--- src/rtl/flash_cmd_pkg.sv ---
package flash_cmd_pkg;

  typedef enum logic [2:0] {
    ST_IDLE_READ,
    ST_CYCLE1_OK,
    ST_CYCLE2_OK,
    ST_ID_READ,
    ST_AUTO_BUSY
  } seq_state_e;

  typedef enum logic [1:0] {
    OP_NONE,
    OP_ERASE,
    OP_PROG,
    OP_ID
  } op_e;

  typedef struct packed {
    logic full;
    logic is_rst;
    logic step1;
    logic step2;
    op_e  op;
  } wr_class_t;

endpackage

--- src/rtl/flash_cmd_decode.sv ---
module flash_cmd_decode
  import flash_cmd_pkg::*;
#(
  parameter int unsigned    AW        = 12,
  parameter logic [AW-1:0]  ADDR1     = 12'h555,
  parameter logic [31:0]    DATA1     = 32'h0000_00AA,
  parameter logic [AW-1:0]  ADDR2     = 12'h2AA,
  parameter logic [31:0]    DATA2     = 32'h0000_0055,
  parameter logic [AW-1:0]  ADDR3     = 12'h555,
  parameter logic [31:0]    CMD_ERASE = 32'h0000_0010,
  parameter logic [31:0]    CMD_PROG  = 32'h0000_00A0,
  parameter logic [31:0]    CMD_ID    = 32'h0000_0090,
  parameter logic [31:0]    RST_DATA  = 32'h0000_00F0
) (
  input  logic [AW-1:0] addr_i,
  input  logic [31:0]   wdata_i,
  input  logic [3:0]    be_i,
  output wr_class_t     cls_o
);

  logic full;
  assign full = &be_i;

  always_comb begin
    cls_o.full   = full;
    cls_o.is_rst = full && (wdata_i == RST_DATA);
    cls_o.step1  = full && (addr_i == ADDR1) && (wdata_i == DATA1);
    cls_o.step2  = full && (addr_i == ADDR2) && (wdata_i == DATA2);
    cls_o.op     = OP_NONE;
    if (full && (addr_i == ADDR3)) begin
      if (wdata_i == CMD_ERASE)     cls_o.op = OP_ERASE;
      else if (wdata_i == CMD_PROG) cls_o.op = OP_PROG;
      else if (wdata_i == CMD_ID)   cls_o.op = OP_ID;
    end
  end

endmodule

--- src/rtl/flash_busy_timer.sv ---
module flash_busy_timer
  import flash_cmd_pkg::*;
#(
  parameter int unsigned ERASE_CYCLES = 40,
  parameter int unsigned PROG_CYCLES  = 12,
  localparam int unsigned MAXLEN = (ERASE_CYCLES > PROG_CYCLES) ? ERASE_CYCLES : PROG_CYCLES,
  localparam int unsigned CW     = (MAXLEN > 1) ? $clog2(MAXLEN) : 1
) (
  input  logic clk_i,
  input  logic rst_ni,
  input  logic load_i,
  input  op_e  op_i,
  output logic done_o
);

  localparam logic [CW-1:0] ERASE_LAST = CW'(ERASE_CYCLES - 1);
  localparam logic [CW-1:0] PROG_LAST  = CW'(PROG_CYCLES - 1);

  logic [CW-1:0] cnt_q;

  always_ff @(posedge clk_i or negedge rst_ni) begin
    if (!rst_ni) begin
      cnt_q <= '0;
    end else if (load_i) begin
      cnt_q <= (op_i == OP_ERASE) ? ERASE_LAST : PROG_LAST;
    end else if (cnt_q != '0) begin
      cnt_q <= cnt_q - 1'b1;
    end
  end

  assign done_o = (cnt_q == '0);

endmodule

--- src/rtl/flash_seq_fsm.sv ---
module flash_seq_fsm
  import flash_cmd_pkg::*;
(
  input  logic       clk_i,
  input  logic       rst_ni,
  input  logic       wr_i,
  input  wr_class_t  cls_i,
  input  logic       done_i,
  output seq_state_e state_o,
  output logic       load_o,
  output op_e        op_o,
  output logic       err_o
);

  seq_state_e state_q, state_d;
  logic       err_q;

  always_comb begin
    state_d = state_q;
    load_o  = 1'b0;
    op_o    = cls_i.op;
    unique case (state_q)
      ST_IDLE_READ: if (wr_i && cls_i.step1 && !cls_i.is_rst) state_d = ST_CYCLE1_OK;
      ST_CYCLE1_OK: if (wr_i) state_d = cls_i.step2 ? ST_CYCLE2_OK : ST_IDLE_READ;
      ST_CYCLE2_OK: begin
        if (wr_i) begin
          unique case (cls_i.op)
            OP_ERASE, OP_PROG: begin
              state_d = ST_AUTO_BUSY;
              load_o  = 1'b1;
            end
            OP_ID:   state_d = ST_ID_READ;
            default: state_d = ST_IDLE_READ;
          endcase
        end
      end
      ST_ID_READ:   if (wr_i && cls_i.is_rst) state_d = ST_IDLE_READ;
      ST_AUTO_BUSY: if (done_i) state_d = ST_IDLE_READ;
      default:      state_d = ST_IDLE_READ;
    endcase
  end

  always_ff @(posedge clk_i or negedge rst_ni) begin
    if (!rst_ni) begin
      state_q <= ST_IDLE_READ;
      err_q   <= 1'b0;
    end else begin
      state_q <= state_d;
      if (state_q == ST_AUTO_BUSY && wr_i) err_q <= 1'b1;
    end
  end

  assign state_o = state_q;
  assign err_o   = err_q;

endmodule

--- src/rtl/flash_read_mux.sv ---
module flash_read_mux
  import flash_cmd_pkg::*;
#(
  parameter int unsigned AW          = 12,
  parameter logic [31:0] STATUS_WORD = 32'h0000_0080,
  parameter logic [31:0] ID_WORD     = 32'h0098_00C3
) (
  input  seq_state_e    state_i,
  input  logic          rd_i,
  input  logic [AW-1:0] addr_i,
  input  logic [31:0]   array_rdata_i,
  output logic [31:0]   rdata_o,
  output logic          array_rd_o,
  output logic [AW-1:0] array_addr_o
);

  logic blocked;
  assign blocked      = (state_i == ST_AUTO_BUSY) || (state_i == ST_ID_READ);
  assign array_rd_o   = rd_i && !blocked;
  assign array_addr_o = addr_i;

  always_comb begin
    unique case (state_i)
      ST_AUTO_BUSY: rdata_o = STATUS_WORD;
      ST_ID_READ:   rdata_o = ID_WORD;
      default:      rdata_o = array_rdata_i;
    endcase
  end

endmodule

--- src/rtl/flash_cmd_ctrl.sv ---
module flash_cmd_ctrl
  import flash_cmd_pkg::*;
#(
  parameter int unsigned    AW           = 12,
  parameter logic [AW-1:0]  ADDR1        = 12'h555,
  parameter logic [31:0]    DATA1        = 32'h0000_00AA,
  parameter logic [AW-1:0]  ADDR2        = 12'h2AA,
  parameter logic [31:0]    DATA2        = 32'h0000_0055,
  parameter logic [AW-1:0]  ADDR3        = 12'h555,
  parameter logic [31:0]    CMD_ERASE    = 32'h0000_0010,
  parameter logic [31:0]    CMD_PROG     = 32'h0000_00A0,
  parameter logic [31:0]    CMD_ID       = 32'h0000_0090,
  parameter logic [31:0]    RST_DATA     = 32'h0000_00F0,
  parameter int unsigned    ERASE_CYCLES = 40,
  parameter int unsigned    PROG_CYCLES  = 12,
  parameter logic [31:0]    STATUS_WORD  = 32'h0000_0080,
  parameter logic [31:0]    ID_WORD      = 32'h0098_00C3
) (
  input  logic          clk_i,
  input  logic          rst_ni,
  input  logic          wr_i,
  input  logic          rd_i,
  input  logic [AW-1:0] addr_i,
  input  logic [31:0]   wdata_i,
  input  logic [3:0]    be_i,
  output logic [31:0]   rdata_o,
  output logic          array_rd_o,
  output logic [AW-1:0] array_addr_o,
  input  logic [31:0]   array_rdata_i,
  output logic          busy_o,
  output logic          err_o
);

  wr_class_t  cls;
  seq_state_e state;
  logic       load, done;
  op_e        op;

  flash_cmd_decode #(
    .AW(AW), .ADDR1(ADDR1), .DATA1(DATA1), .ADDR2(ADDR2), .DATA2(DATA2),
    .ADDR3(ADDR3), .CMD_ERASE(CMD_ERASE), .CMD_PROG(CMD_PROG),
    .CMD_ID(CMD_ID), .RST_DATA(RST_DATA)
  ) u_decode (
    .addr_i (addr_i),
    .wdata_i(wdata_i),
    .be_i   (be_i),
    .cls_o  (cls)
  );

  flash_seq_fsm u_fsm (
    .clk_i  (clk_i),
    .rst_ni (rst_ni),
    .wr_i   (wr_i),
    .cls_i  (cls),
    .done_i (done),
    .state_o(state),
    .load_o (load),
    .op_o   (op),
    .err_o  (err_o)
  );

  flash_busy_timer #(
    .ERASE_CYCLES(ERASE_CYCLES), .PROG_CYCLES(PROG_CYCLES)
  ) u_timer (
    .clk_i (clk_i),
    .rst_ni(rst_ni),
    .load_i(load),
    .op_i  (op),
    .done_o(done)
  );

  flash_read_mux #(
    .AW(AW), .STATUS_WORD(STATUS_WORD), .ID_WORD(ID_WORD)
  ) u_rmux (
    .state_i      (state),
    .rd_i         (rd_i),
    .addr_i       (addr_i),
    .array_rdata_i(array_rdata_i),
    .rdata_o      (rdata_o),
    .array_rd_o   (array_rd_o),
    .array_addr_o (array_addr_o)
  );

  assign busy_o = (state == ST_AUTO_BUSY);

endmodule

--- config.mk ---
export PLATFORM = sky130hd
export DESIGN_NAME = flash_cmd_ctrl
export DESIGN_NICKNAME = d
export VERILOG_FILES = /design/src/rtl/flash_cmd_pkg.sv /design/src/rtl/flash_cmd_decode.sv /design/src/rtl/flash_busy_timer.sv /design/src/rtl/flash_seq_fsm.sv /design/src/rtl/flash_read_mux.sv /design/src/rtl/flash_cmd_ctrl.sv
export SDC_FILE = /design/constraint.sdc
export NUM_CORES = 1
export LEC_CHECK = 0
export BUFFER_PORTS_ARGS = -buffer_cell sky130_fd_sc_hd__buf_2
export CORE_AREA = 2 2 83 45
export CTS_CLUSTER_SIZE = 8
export DETAILED_ROUTE_END_ITERATION = 12
export DIE_AREA = 0 0 85 47
export GPL_ROUTABILITY_DRIVEN = 0
export GPL_TIMING_DRIVEN = 0
export PLACE_DENSITY = 0.84
export SYNTH_ARGS = -nofsm -noshare
export SYNTH_HDL_FRONTEND = slang
export SYNTH_SLANG_ARGS = --single-unit
export TNS_END_PERCENT = 50
--- constraint.sdc ---
create_clock -name clk_i -period 2.8 [get_ports clk_i]
set_input_delay 0.56 -clock clk_i [delete_from_list [all_inputs] [get_ports clk_i]]
set_output_delay 0.56 -clock clk_i [all_outputs]
set_load 0.01 [all_outputs]
# Word level (Yosys, flattened, before mapping)
# Cells that the tools add are included.
[totals]
mem_bits_ro = 0
latchBits = 0
register_bits = 10
mem_count = 0
input_bits = 84
output_inout_bits = 47
ramBits = 0
[classes]
n_reduce_logical = 20
shifts = 0
bitwise = 0
div_mod_pow = 0
mul = 0
n_addsub = 1
mux = 19
eq_ne = 20
magnitude_cmp = 0
[ops]
columns = ["cell", "n"]
rows = [
  ["== test 32 x 8 -> 1 bit (second input constant)", 4],
  ["case mux 32 bit (2 select lines)", 1],
  ["== test 32 x 5 -> 1 bit (second input constant)", 1],
  ["== test 32 x 7 -> 1 bit (second input constant)", 1],
  ["two-way mux 6 bit", 3],
  ["two-way mux 3 bit", 5],
  ["case mux 3 bit (5 select lines)", 1],
  ["== test 12 x 10 -> 1 bit (second input constant)", 1],
  ["== test 12 x 11 -> 1 bit (second input constant)", 1],
  ["logical AND 1 bit", 10],
  ["two-way mux 2 bit", 5],
  ["== test 3 x 2 -> 1 bit (second input constant)", 2],
  ["zero test 6 bit", 1],
  ["!= test 2 x 1 -> 1 bit (second input constant)", 3],
  ["case mux 3 bit (2 select lines)", 1],
  ["nonzero test 6 bit", 1],
  ["subtractor 6 x 1 -> 6 bit (second input constant)", 1],
  ["AND reduction 5 bit", 1],
  ["== test 2 bit (second input constant)", 2],
  ["!= test 2 bit (second input constant)", 2],
  ["AND reduction 4 bit", 1],
  ["== test 3 x 1 -> 1 bit (second input constant)", 1],
  ["== test 3 bit (second input constant)", 1],
  ["zero test 3 bit", 1],
  ["6 further kinds", 9],
]

# Logic depth before layout (Yosys ltp)
# Gate-level depths: netlist of run 1.
[depth]
word_depth = 11
mapped_depth = 10
mapped_depth_nobuf = 10

# Hierarchy
# Synthesis of run 1 repeated with hierarchy kept, for this count alone.
[hier_totals]
hier_cells = 162
area_unflattened_um2 = 1356.3
[by_module_without_submodules]
columns = ["module", "seq_area_each_um2", "instances", "area_per_inst_um2", "cells_per_inst"]
rows = [
  ["flash_read_mux", 0.0, 1, 414.1, 65],
  ["flash_busy_timer", 150.1, 1, 360.3, 36],
  ["flash_cmd_decode", 0.0, 1, 319.1, 35],
  ["flash_seq_fsm", 100.1, 1, 250.2, 25],
  ["flash_cmd_ctrl", 0.0, 1, 12.5, 1],
]

# Worst setup path after synthesis of run 1
# Ideal clock, no wire load.
[synth_path]
path_kind = "input port to flip-flop"
start = "input wdata_i[18]"
end = "register u_timer.cnt_q[2]"
setup_time_ns = 0.127
slack_ns = -0.033
t_arrival_ns = 2.705
path_buffers = 0
path_stages = 10
t_required_ns = 2.673
path_cell_list = "nor4_1 nand4_1 or4_4 nor4_1 and3b_1 ha_1 nor2_1 nand3_1 nand2_1 o21ai_0"
[synth_via]
elab_chain_len = 11
word_cells_on_any_way = 16
classes_between = "eq/ne: 5; mux: 9; reduce/logical: 2"
[synth_lines]
columns = ["element", "line_no", "text"]
rows = [
  ["start: declaration", "flash_cmd_ctrl.sv:24", "input logic [31:0] wdata_i,"],
  ["== test 32 x 8 -> 1 bit", "flash_cmd_decode.sv:33", "else if (wdata_i == CMD_ID) cls_o.op = OP_ID;"],
  ["two-way mux 2 bit", "flash_cmd_decode.sv:33", ""],
  ["two-way mux 2 bit", "flash_cmd_decode.sv:32", "else if (wdata_i == CMD_PROG) cls_o.op = OP_PROG;"],
  ["two-way mux 2 bit (*)", "flash_cmd_decode.sv:31", "if (wdata_i == CMD_ERASE) cls_o.op = OP_ERASE;"],
  ["two-way mux 2 bit (*)", "flash_cmd_decode.sv:30", "if (full && (addr_i == ADDR3)) begin"],
  ["== test 2 x 1 -> 1 bit / == test 2 bit (equally long branches)", "flash_busy_timer.sv:25, flash_seq_fsm.sv:27", ""],
  ["OR reduction 2 bit", "flash_seq_fsm.sv:27", "unique case (cls_i.op)"],
  ["two-way mux 1 bit", "flash_seq_fsm.sv:27", ""],
  ["two-way mux 1 bit", "flash_seq_fsm.sv:26", "if (wr_i) begin"],
  ["two-way mux 1 bit", "flash_seq_fsm.sv:22", "unique case (state_q)"],
  ["two-way mux 6 bit / nonzero test 2 bit (equally long branches)", "n/a", ""],
  ["end signal: assignment", "flash_busy_timer.sv:25", "cnt_q <= (op_i == OP_ERASE) ? ERASE_LAST : PROG_LAST;"],
  ["end signal: assignment", "flash_busy_timer.sv:27", "cnt_q <= cnt_q - 1'b1;"],
  ["end: declaration", "flash_busy_timer.sv:19", "logic [CW-1:0] cnt_q;"],
]
# Mark *: on every way between the ends. The rest lies on a longest branch, timed or not.
# A chain may end at the register's enable or synchronous reset.

# Worst setup path after layout of run 1
[layout_path]
start = "input wdata_i[24]"
end = "register u_timer.cnt_q[3]"
# The elaborated chain is that of the path after synthesis.

==> results of run 1 <==
[flip-flops by register name, indices dropped and copies added, names as in the netlist]
signal	count
u_timer.cnt_q	6
u_fsm.state_o	3
u_fsm.err_o	1
[metal layers]
metal,wire length (um),global-route usage
met1,1770,0.242
met2,2130,0.323
met3,414,0.0439
met5,0,0
met4,25,0.0286
[through the flow]
stage / setup TNS, ns / std cells / total power [mW] / area, um^2
floorplan: 0 / 157 / 0.210 / 1170
global placement: -1.68 / 329 / 0.309 / 1870
detailed placement: -2.17 / 329 / 0.312 / 1870
CTS: 0 / 333 / 0.497 / 1960
global route: -0.473 / 336 / 0.532 / 2100
finish: -0.0452 / 336 / 0.504 / 2100
[where the power goes]
part | leakage (nW) | switching, mW | total, mW | internal, mW
sequential | 0.135 | 0.000258 | 0.146 | 0.145
clock | 0.0288 | 0.0579 | 0.182 | 0.124
combinational | 0.940 | 0.0772 | 0.177 | 0.0993
[cell families after synthesis]
logic type / share of synthesized area
buf+inv: 0.104
fa+ha+maj: 0.0432
compound gates: 0.102
flops: 0.216
xor+xnor: 0.0529
simple gates: 0.482
[cell usage in the layout, fill, tap and decap left out, types with 2 or more instances in the layout]
cell	count
a21oi_1	6
xor2_1	4
dfrtp_1	10
nand2_1	11
nand3b_1	2
xnor2_1	3
and2_1	27
buf_2	125
nor4_4	4
ha_1	3
inv_1	2
or4_1	2
clkbuf_2	3
clkbuf_1	3
nand3_1	6
nand4_1	4
nor4b_2	2
nor3_1	2
a211oi_1	2
clkbuf_8	4
buf_6	6
nor4bb_1	3
nor2_1	20
o21ai_0	2
nor4b_1	3
buf_4	14
[synthesized netlist by cell type (2+ instances only)]
| cell | count | share of area |
|---|---|---|
| xor2_1 | 4 | 0.030 |
| a21oi_1 | 7 | 0.030 |
| nor3_1 | 2 | 0.0086 |
| nand3_1 | 7 | 0.030 |
| dfrtp_1 | 10 | 0.22 |
| or4_1 | 2 | 0.013 |
| clkbuf_1 | 6 | 0.019 |
| nand2b_1 | 2 | 0.011 |
| and2_1 | 27 | 0.15 |
| inv_1 | 2 | 0.0065 |
| nor4bb_1 | 3 | 0.026 |
| nand4_1 | 4 | 0.022 |
| xnor2_1 | 3 | 0.023 |
| ha_1 | 4 | 0.043 |
| nor4_1 | 5 | 0.027 |
| nor2_1 | 21 | 0.068 |
| buf_4 | 12 | 0.078 |
| o21ai_0 | 4 | 0.017 |
| nand3b_1 | 2 | 0.013 |
| nand2_1 | 12 | 0.039 |
| a211oi_1 | 2 | 0.013 |
| nor4b_1 | 4 | 0.030 |
[what timing repair did]
item | CTS | global route
buffers inserted | 0 | 3
pin swaps | 0 | 14
resized for setup | 7 | 27
setup endpoints to repair | 24 | 24
hold buffers | 0 | 0
[worst paths after layout]
kind | start | to | slack [ns]
worst max-delay path | wdata_i[24] | u_timer.cnt_q[3] | -0.05
worst min-delay path | rst_ni | u_timer.cnt_q[5] | 0.17
worst max register to register | u_timer.cnt_q[2] | u_fsm.state_o[0] | 0.74
worst min register to register | u_fsm.err_o | u_fsm.err_o | 0.47
max in group asynchronous | rst_ni | u_fsm.err_o | 2.43
min in group clk_i | u_fsm.err_o | u_fsm.err_o | 0.47
[cell type report]
class / instances / area (um^2) / share of cell area
buffer: 18 / 116 / 0.0553
clock buffer: 4 / 55.1 / 0.0262
inverter: 2 / 7.51 / 0.00357
multi-input combinational: 127 / 913 / 0.434
sequential: 10 / 250 / 0.119
tap: 42 / 52.6 / 0.0250
timing repair buffer: 133 / 708 / 0.337
==> results.txt, run 1 <==
Final Hold Slack: 0.173 ns
FMAX: 351 MHz
First-pass GRT wire length: 5770 um
Die outline height: 47 um
Gr usage total: 0.184
Total CTS buffers: 3
Clock tree buffer depth: 2
Max cap viols: 0
HPWL after DPL: 3500 um
Top_reg_cell synth: dfrtp_1
Pins Over Slew Limit: 0
Largest net degree at the start of global routing: 11
Post-route ant nets: 0
Mapped Cells: 157
GRT overflow: 0
Seq/Total Area, Yosys: 0.216
CP Depth: 11
Startpoint type of the worst setup path: primary input
Pre-CTS WS: -0.426 ns
Utilization after layout: 0.640
Cells along the critical path: buf_6 -> nor4b_2 -> nand4_1 -> or4_4 -> nor4_4 -> and3b_2 -> ha_4 -> nor2_4 -> nand3_4 -> buf_6 -> o22ai_2
Worst setup margin: -0.0452 ns
Slew headroom: 0.634
Failing checks: setup timing
Lkg Pwr: 1.10 nW
Drt pass-1 iters: 4
CP Capture Type: flip-flop
Top Family by Delay on Critical Path: simple AND/OR/NAND/NOR gates
Chip Width: 85 um
Crit-path max FO: 3
H-tree depth: 1
Root Buffer Master: clkbuf_8
Core area: 0.00328 mm^2
Via density: 4.88
Period Utilization, post-route: 1.02
Hold Crit Class: in2async
FILL cells: 291
Async SR Flop Fraction: 1.00
Initial core utilization: 0.353
Worst Reg-to-Reg Cells: 5
CTS clk-pin slew, worst paths: 0.05 ns
Num ports: 131
Initial DRC Count: 59
Post-synth cell types: 34
Worst Setup Path Type: in2reg
Post-route DRC: 0
Final Critical Period: 2.85 ns
Buffers & Inverters on Critical Path: 2
Final Setup Violations: 1
Final wirelength: 4340 um
RSZ-0062 raised after global routing: yes
IO Port Bufs: 130
# diodes: 0
Final Skew: 0.00650 ns
Vias: 1,639
WL per Instance: 12.9 um
Worst-Skew Late Latency: 0.24 ns
Slew @ Worst Pin: 0.549 ns
Initial antenna violation count: 0
Number of enable flip-flop cells after synthesis: 0
Peak supply drop: 0.229 mV
P per Cell Area: 239 mW/mm^2
Yosys warns: 0
Area growth, synth to finish: 81.3%
Critical path arrival: 3.01 ns
CP required: 2.96 ns
Layout cells sized above 1: 0.571
Most common cell on crit path: buf_6
NumNets Final: 383
Post-Synthesis Net Count: 245
Max incr delay on CP: 0.59 ns
Synth Area per Inst: 7.39 um^2
Vias in the first global route: 1,297
Slowest-stage cell, CP: or4_4
Status: finished with violations
Die area: 0.00400 mm^2
Cell Area, Synth: 0.00116 mm^2
CTS tree: done
Clock sink count: 10
FP Rows: 15
Fin. Hold Viols: 0
Seq cells post-synth: 10
Power figures use the tool's default switching activity.
==> inputs of run 2 (changes only) <==
- SETUP_SLACK_MARGIN: unset -> 0.15
- TNS_END_PERCENT: 50 -> 100
==> run 2 against run 1 <==
Against the previous run: the run now ends clean; non-clock buffer count is 1 higher; clock skew is 0.0021 ns lower; first-iteration DRC count is 39% higher; fmax is 6.5% higher; wire length is 3.6% higher; highest routed layer unchanged; clock power is 20% lower.
==> results.txt, run 2 (synthesis gave the netlist of run 1 again) <==
Worst Reg-to-Reg Cells: 6 (+1)
Sw power: 130 uW (-4.1%)
HPWL after DPL: 3830 um (+9.4%)
Via density: 4.86 (-0.31%)
Initial antenna violation count: 0 (unchanged)
Post-route DRC: 0 (unchanged)
WL per Instance: 13.4 um (+3.6%)
Largest net degree at the start of global routing: 11 (unchanged)
Num ports: 131 (unchanged)
Pwr Total: 468 uW (-7.1%)
Largest reg by FF count: u_timer.cnt_q
H-tree depth: 1 (unchanged)
Vias in the first global route: 1,521 (+17%)
RSZ-0062 raised after global routing: yes
Worst Setup EP: u_timer.cnt_q[3]
CP Launch Point: wdata_i[18]
Final Skew: 0.00445 ns (-0.00206 ns)
Root Buffer Master: clkbuf_8
Commonest non-fill, non-tap cell in the layout: buf_2
Hold Crit Class: in2async
Reg-to-reg critical path startpoint: u_fsm.state_o[0]
Most frequent cells in the layout: buf_2, and2_1, nor2_1
GRT overflow: 0 (unchanged)
# diodes: 0 (unchanged)
Status: finished, final reports clean
Total CTS buffers: 3 (unchanged)
Slew headroom: 0.689 (+0.0550)
FMAX: 374 MHz (+6.5%)
Worst Setup Path Type: in2reg
Internal: 338 uW (-8.2%)
Gr usage total: 0.210 (+0.0268)
CP required: 2.91 ns (-0.05 ns)
Clock tree buffer depth: 2 (unchanged)
Initial DRC Count: 82 (+39%)
Startpoint type of the worst setup path: primary input
P per Cell Area: 227 mW/mm^2 (-5.2%)
Final Setup Violations: 0 (-1)
Period Utilization, post-route: 0.954 (-0.0619)
Post-route ant nets: 0 (unchanged)
NumNets Final: 384 (+0.26%)
Worst R2R End: u_fsm.state_o[0]
Max cap viols: 0 (unchanged)
CTS tree: done
CTS clk-pin slew, worst paths: 0.05 ns (about the same)
Layout cells sized above 1: 0.565 (-0.00680)
Chip Width: 85 um (unchanged)
Slew @ Worst Pin: 0.467 ns (-0.0825 ns)
First-pass GRT wire length: 6560 um (+14%)
Worst-Skew Late Latency: 0.23 ns (about the same)
CP Capture Type: flip-flop
Combinational power share: 0.378 (+0.027)
Initial core utilization: 0.353 (unchanged)
Fin. Hold Viols: 0 (unchanged)
Area growth, synth to finish: 77.7%
Die area: 0.00400 mm^2 (unchanged)
Vias: 1,634 (-0.31%)
Drt pass-1 iters: 4 (unchanged)
Die outline height: 47 um (unchanged)
Hold_buf cts: 0 (unchanged)
Max reg flops: 6 (unchanged)
Crit-path max FO: 4 (+1)
FP Rows: 15 (unchanged)
Seq pwr share: 0.311 (+0.022)
Final Hold Slack: 0.180 ns (+0.00744 ns)
Critical path arrival: 2.79 ns (-0.22 ns)
IO Port Bufs: 130 (unchanged)
Peak supply drop: 0.222 mV (-2.7%)
Pins Over Slew Limit: 0 (unchanged)
Lkg Pwr: 1.10 nW (-0.41%)
R2r setup slk: 0.74 ns (about the same)
Clock sink count: 10 (unchanged)
Core area: 0.00328 mm^2 (unchanged)
Sw Ratio: 0.277 (+0.00856)
Final Critical Period: 2.67 ns (-0.173 ns)
Final wirelength: 4500 um (+3.6%)
Clock power frac: 0.311 (-0.050)
-- run 2: area by class of cell --
class                           instances  area (um^2)
Buffer                                 18          118
Clock buffer                            3         41.3
Fill cell                             296         1220
Inverter                                2         7.51
Multi-Input combinational cell        127          880
Sequential cell                        10          250
Tap cell                               42         52.6
Timing Repair Buffer                  134          712
-- run 2: worst max-delay path, cell delays in order --
cell and delay, ns:
buf_6 0.10, nor4_4 0.25, nand4_1 0.14, or4_4 0.56
nor4_4 0.27, and3b_1 0.23, ha_1 0.24, nor2_2 0.12
nand3_2 0.13, nand2_4 0.11, o22ai_1 0.08
-- run 2: metal layers --
layer  vias up  GRT usage  part of all wire
li1        821          -                 -
met3         2     0.0580             0.085
met5         -          0                 0
met1       729      0.259              0.41
met2        82      0.391              0.50
met4         0     0.0317            0.0056
-- run 2: how the worst min path moves through the flow --
stage | start | endpoint | cells past startpoint
finish | rst_ni | u_fsm.state_o[0] | 1
global route | rst_ni | u_timer.cnt_q[5] | 1
CTS | rst_ni | u_fsm.state_o[0] | 1
detailed placement | rst_ni | u_timer.cnt_q[0] | 1
global placement | rst_ni | u_timer.cnt_q[1] | 1
floorplan | rst_ni | u_fsm.err_o | 0
-- run 2: power by group through the flow --
stage / Combinational [mW] / Clock (mW) / Sequential [mW]
after floorplan: 0.0639 / 0 / 0.148
after global routing: 0.192 / 0.161 / 0.145
after global placement: 0.168 / 0 / 0.148
after detailed placement: 0.172 / 0 / 0.148
after CTS: 0.177 / 0.151 / 0.146
final: 0.177 / 0.145 / 0.146
-- run 2: repair_timing --
item / 4_1_cts / 5_1_grt
setup buffers: 3 / 1
resized for setup: 12 / 11
setup endpoints to repair: 33 / 28
pin swaps: 5 / 3
hold endpoints to repair: 0 / 0
-- run 2: stage by stage --
stage / setup TNS, ns / setup WS, ns / instance area [um^2] / utilization / cells
after floorplan: 0 / 0.0610 / 1210 / - / 157
after global placement: -1.09 / -0.282 / 1910 / 0.583 / 329
after detailed placement: -1.71 / -0.355 / 1910 / 0.583 / 329
after CTS: 0 / 0.117 / 2030 / 0.617 / 335
after global routing: 0 / 0.00843 / 2060 / 0.627 / 336
final: 0 / 0.128 / 2060 / 0.627 / 336
==> inputs of run 3 (changes only) <==
==> constraint.sdc (replaced) <==
create_clock -name clk_i -period 2.8 [get_ports clk_i]
set_input_delay 0.42 -clock clk_i [delete_from_list [all_inputs] [get_ports clk_i]]
set_output_delay 0.42 -clock clk_i [all_outputs]
set_load 0.01 [all_outputs]
==> run 3 against run 2 <==
Against the previous run: cell count did not move; via count rose by 1.3%; sequential power barely moved; final area rose by 2.2%; count of clock-buffer cells in the layout rose by 1; utilization rose by 1.4 points; critical endpoint unchanged.
==> results.txt, run 3 (synthesis gave the netlist of run 1 again) <==
Status: finished, final reports clean
Final Critical Period: 2.71 ns (+0.0355 ns)
Via density: 4.93 (+1.3%)
Die area: 0.00400 mm^2 (unchanged)
Seq pwr share: 0.287 (-0.024)
Post-route DRC: 0 (unchanged)
CP required: 2.97 ns (+0.06 ns)
Placed Cells: 329 (unchanged)
Final Setup Violations: 0 (unchanged)
Core area: 0.00328 mm^2 (unchanged)
Clock sink count: 10 (unchanged)
Hold_buf cts: 0 (unchanged)
Hold Crit Class: in2async
GR Util met1: 0.242 (-0.0177)
Area growth, synth to finish: 81.6%
Non-Filler Instances: 336 (unchanged)
Layout cells sized above 1: 0.575 (+0.0102)
HPWL after DPL: 3500 um (-8.6%)
Worst R2R End: u_fsm.state_o[0]
Vias: 1,655 (+1.3%)
Initial DRC Count: 57 (-30%)
Period Utilization, post-route: 0.967 (+0.0127)
Reg-to-reg critical path startpoint: u_timer.cnt_q[2]
Critical path arrival: 2.88 ns (+0.09 ns)
Most common cell on crit path: buf_6
Slew @ Worst Pin: 0.554 ns (+0.0879 ns)
Commonest non-fill, non-tap cell in the layout: buf_2
Crit-path max FO: 3 (-1)
Top Usage Layer GRT: met2
Initial antenna violation count: 0 (unchanged)
Post-route ant nets: 0 (unchanged)
Final wirelength: 4360 um (-3.0%)
Vias in the first global route: 1,297 (-15%)
CTS tree: done
Startpoint type of the worst setup path: primary input
Slew headroom: 0.630 (-0.0586)
Initial core utilization: 0.353 (unchanged)
Total CTS buffers: 3 (unchanged)
H-tree depth: 1 (unchanged)
Most frequent cells in the layout: buf_2, and2_1, nor2_1
Pins Over Slew Limit: 0 (unchanged)
Drt pass-1 iters: 5 (+1)
Max incr delay on CP: 0.59 ns (+0.03 ns)
FP Rows: 15 (unchanged)
NumNets Final: 383 (-0.26%)
Sw Ratio: 0.273 (-0.00482)
Sw power: 138 uW (+6.3%)
RSZ-0062 raised after global routing: yes
WL per Instance: 13.0 um (-3.0%)
Die outline height: 47 um (unchanged)
Root Buffer Master: clkbuf_8
CP Capture Type: flip-flop
Grt met2 use: 0.323 (-0.0672)
Final Skew: 0.0108 ns (+0.00633 ns)
Met3 GRT Util: 0.0439 (-0.0141)
Num ports: 131 (unchanged)
Lkg Pwr: 1.10 nW (+0.37%)
Chip Width: 85 um (unchanged)
Max reg flops: 6 (unchanged)
Worst Setup EP: u_timer.cnt_q[3]
Slowest-stage cell, CP: or4_4
Worst-Skew Late Latency: 0.24 ns (about the same)
Setup TNS: 0 ns (unchanged)
P per Cell Area: 240 mW/mm^2 (+5.9%)
FMAX: 369 MHz (-1.3%)
Largest net degree at the start of global routing: 11 (unchanged)
Fin. Hold Viols: 0 (unchanged)
Combinational power share: 0.349 (-0.029)
CP Launch Point: wdata_i[24]
Clock power frac: 0.364 (+0.053)
Max cap viols: 0 (unchanged)
Internal: 368 uW (+8.9%)
Pwr Total: 506 uW (+8.2%)
Largest reg by FF count: u_timer.cnt_q
Gr usage total: 0.184 (-0.0268)
Cells along the critical path: buf_6 -> nor4b_2 -> nand4_1 -> or4_4 -> nor4_4 -> and3b_2 -> ha_4 -> nor2_4 -> nand3_4 -> buf_6 -> o22ai_2
First-pass GRT wire length: 5770 um (-12%)
Worst Setup Path Type: in2reg
Final Hold Slack: 0.0263 ns (-0.154 ns)
Clock tree buffer depth: 2 (unchanged)
IO Port Bufs: 130 (unchanged)
GRT overflow: 0 (unchanged)
# diodes: 0 (unchanged)
CTS clk-pin slew, worst paths: 0.05 ns (about the same)
Worst Reg-to-Reg Cells: 5 (-1)
Peak supply drop: 0.229 mV (+2.9%)
R2r setup slk: 0.75 ns (about the same)
==> run 3: cell count changes in the layout (fill, tap and decap cells not counted), sizes merged <==
cell	previous run	this run
clkbuf	9	10
buf	146	145
==> run 3: worst min-delay path by stage <==
stage / slack [ns] / to / cells after the start
final: 0.03 / u_timer.cnt_q[5] / 1
after CTS: 0.04 / u_timer.cnt_q[5] / 1
after global routing: 0.04 / u_timer.cnt_q[5] / 1
after global placement: 0.29 / u_timer.cnt_q[1] / 1
after detailed placement: 0.29 / u_timer.cnt_q[0] / 1
after floorplan: 0.12 / u_fsm.err_o / 0
==> run 3: metal layers <==
| metal | vias to the layer above | wire length (um) | share of wire |
|---|---|---|---|
| met1 | 747 | 1740 | 0.40 |
| met2 | 94 | 2160 | 0.49 |
| met4 | 0 | 16 | 0.0037 |
| met5 | - | 0 | 0 |
| met3 | 2 | 444 | 0.10 |
| li1 | 812 | - | - |
==> run 3: repair_timing <==
item                                    4_1_cts  5_1_grt
endpoints found under the setup margin       24       27
pin swaps                                     0       14
buffers inserted                              0        3
gates resized for setup                       7       28
==> run 3: stage by stage <==
| stage | utilization | instance area, um^2 | setup WS [ns] |
|---|---|---|---|
| 3_5_place_dp | 0.569 | 1870 | -0.286 |
| 6_report | 0.641 | 2110 | 0.0925 |
| 3_3_place_gp | 0.569 | 1870 | -0.230 |
| 4_1_cts | 0.595 | 1960 | 0.171 |
| 2_1_floorplan | - | 1170 | 0.167 |
| 5_1_grt | 0.641 | 2110 | 0.00778 |
==> run 3: power groups by stage <==
stage	clock network [mW]	logic, mW	registers, mW
after floorplan	0	0.0625	0.148
after CTS	0.185	0.166	0.145
final	0.184	0.177	0.145
after detailed placement	0	0.164	0.148
after global placement	0	0.161	0.148
after global routing	0.194	0.193	0.145
==> run 3: cell type report <==
| class | count | area (um^2) |
|---|---|---|
| buffer | 18 | 116 |
| clock buffer | 4 | 55.1 |
| fill | 291 | 1180 |
| inverter | 2 | 7.51 |
| multi-input combinational | 127 | 916 |
| sequential | 10 | 250 |
| tap | 42 | 52.6 |
| timing repair buffer | 133 | 708 |
==> run 3: worst max-delay path: cells and delay by family <==
| family | cells | cell delay [ns] |
|---|---|---|
| buf+inv | 2 | 0.24 |
| simple gates | 7 | 1.85 |
| fa+ha+maj | 1 | 0.21 |
| compound gates | 1 | 0.15 |
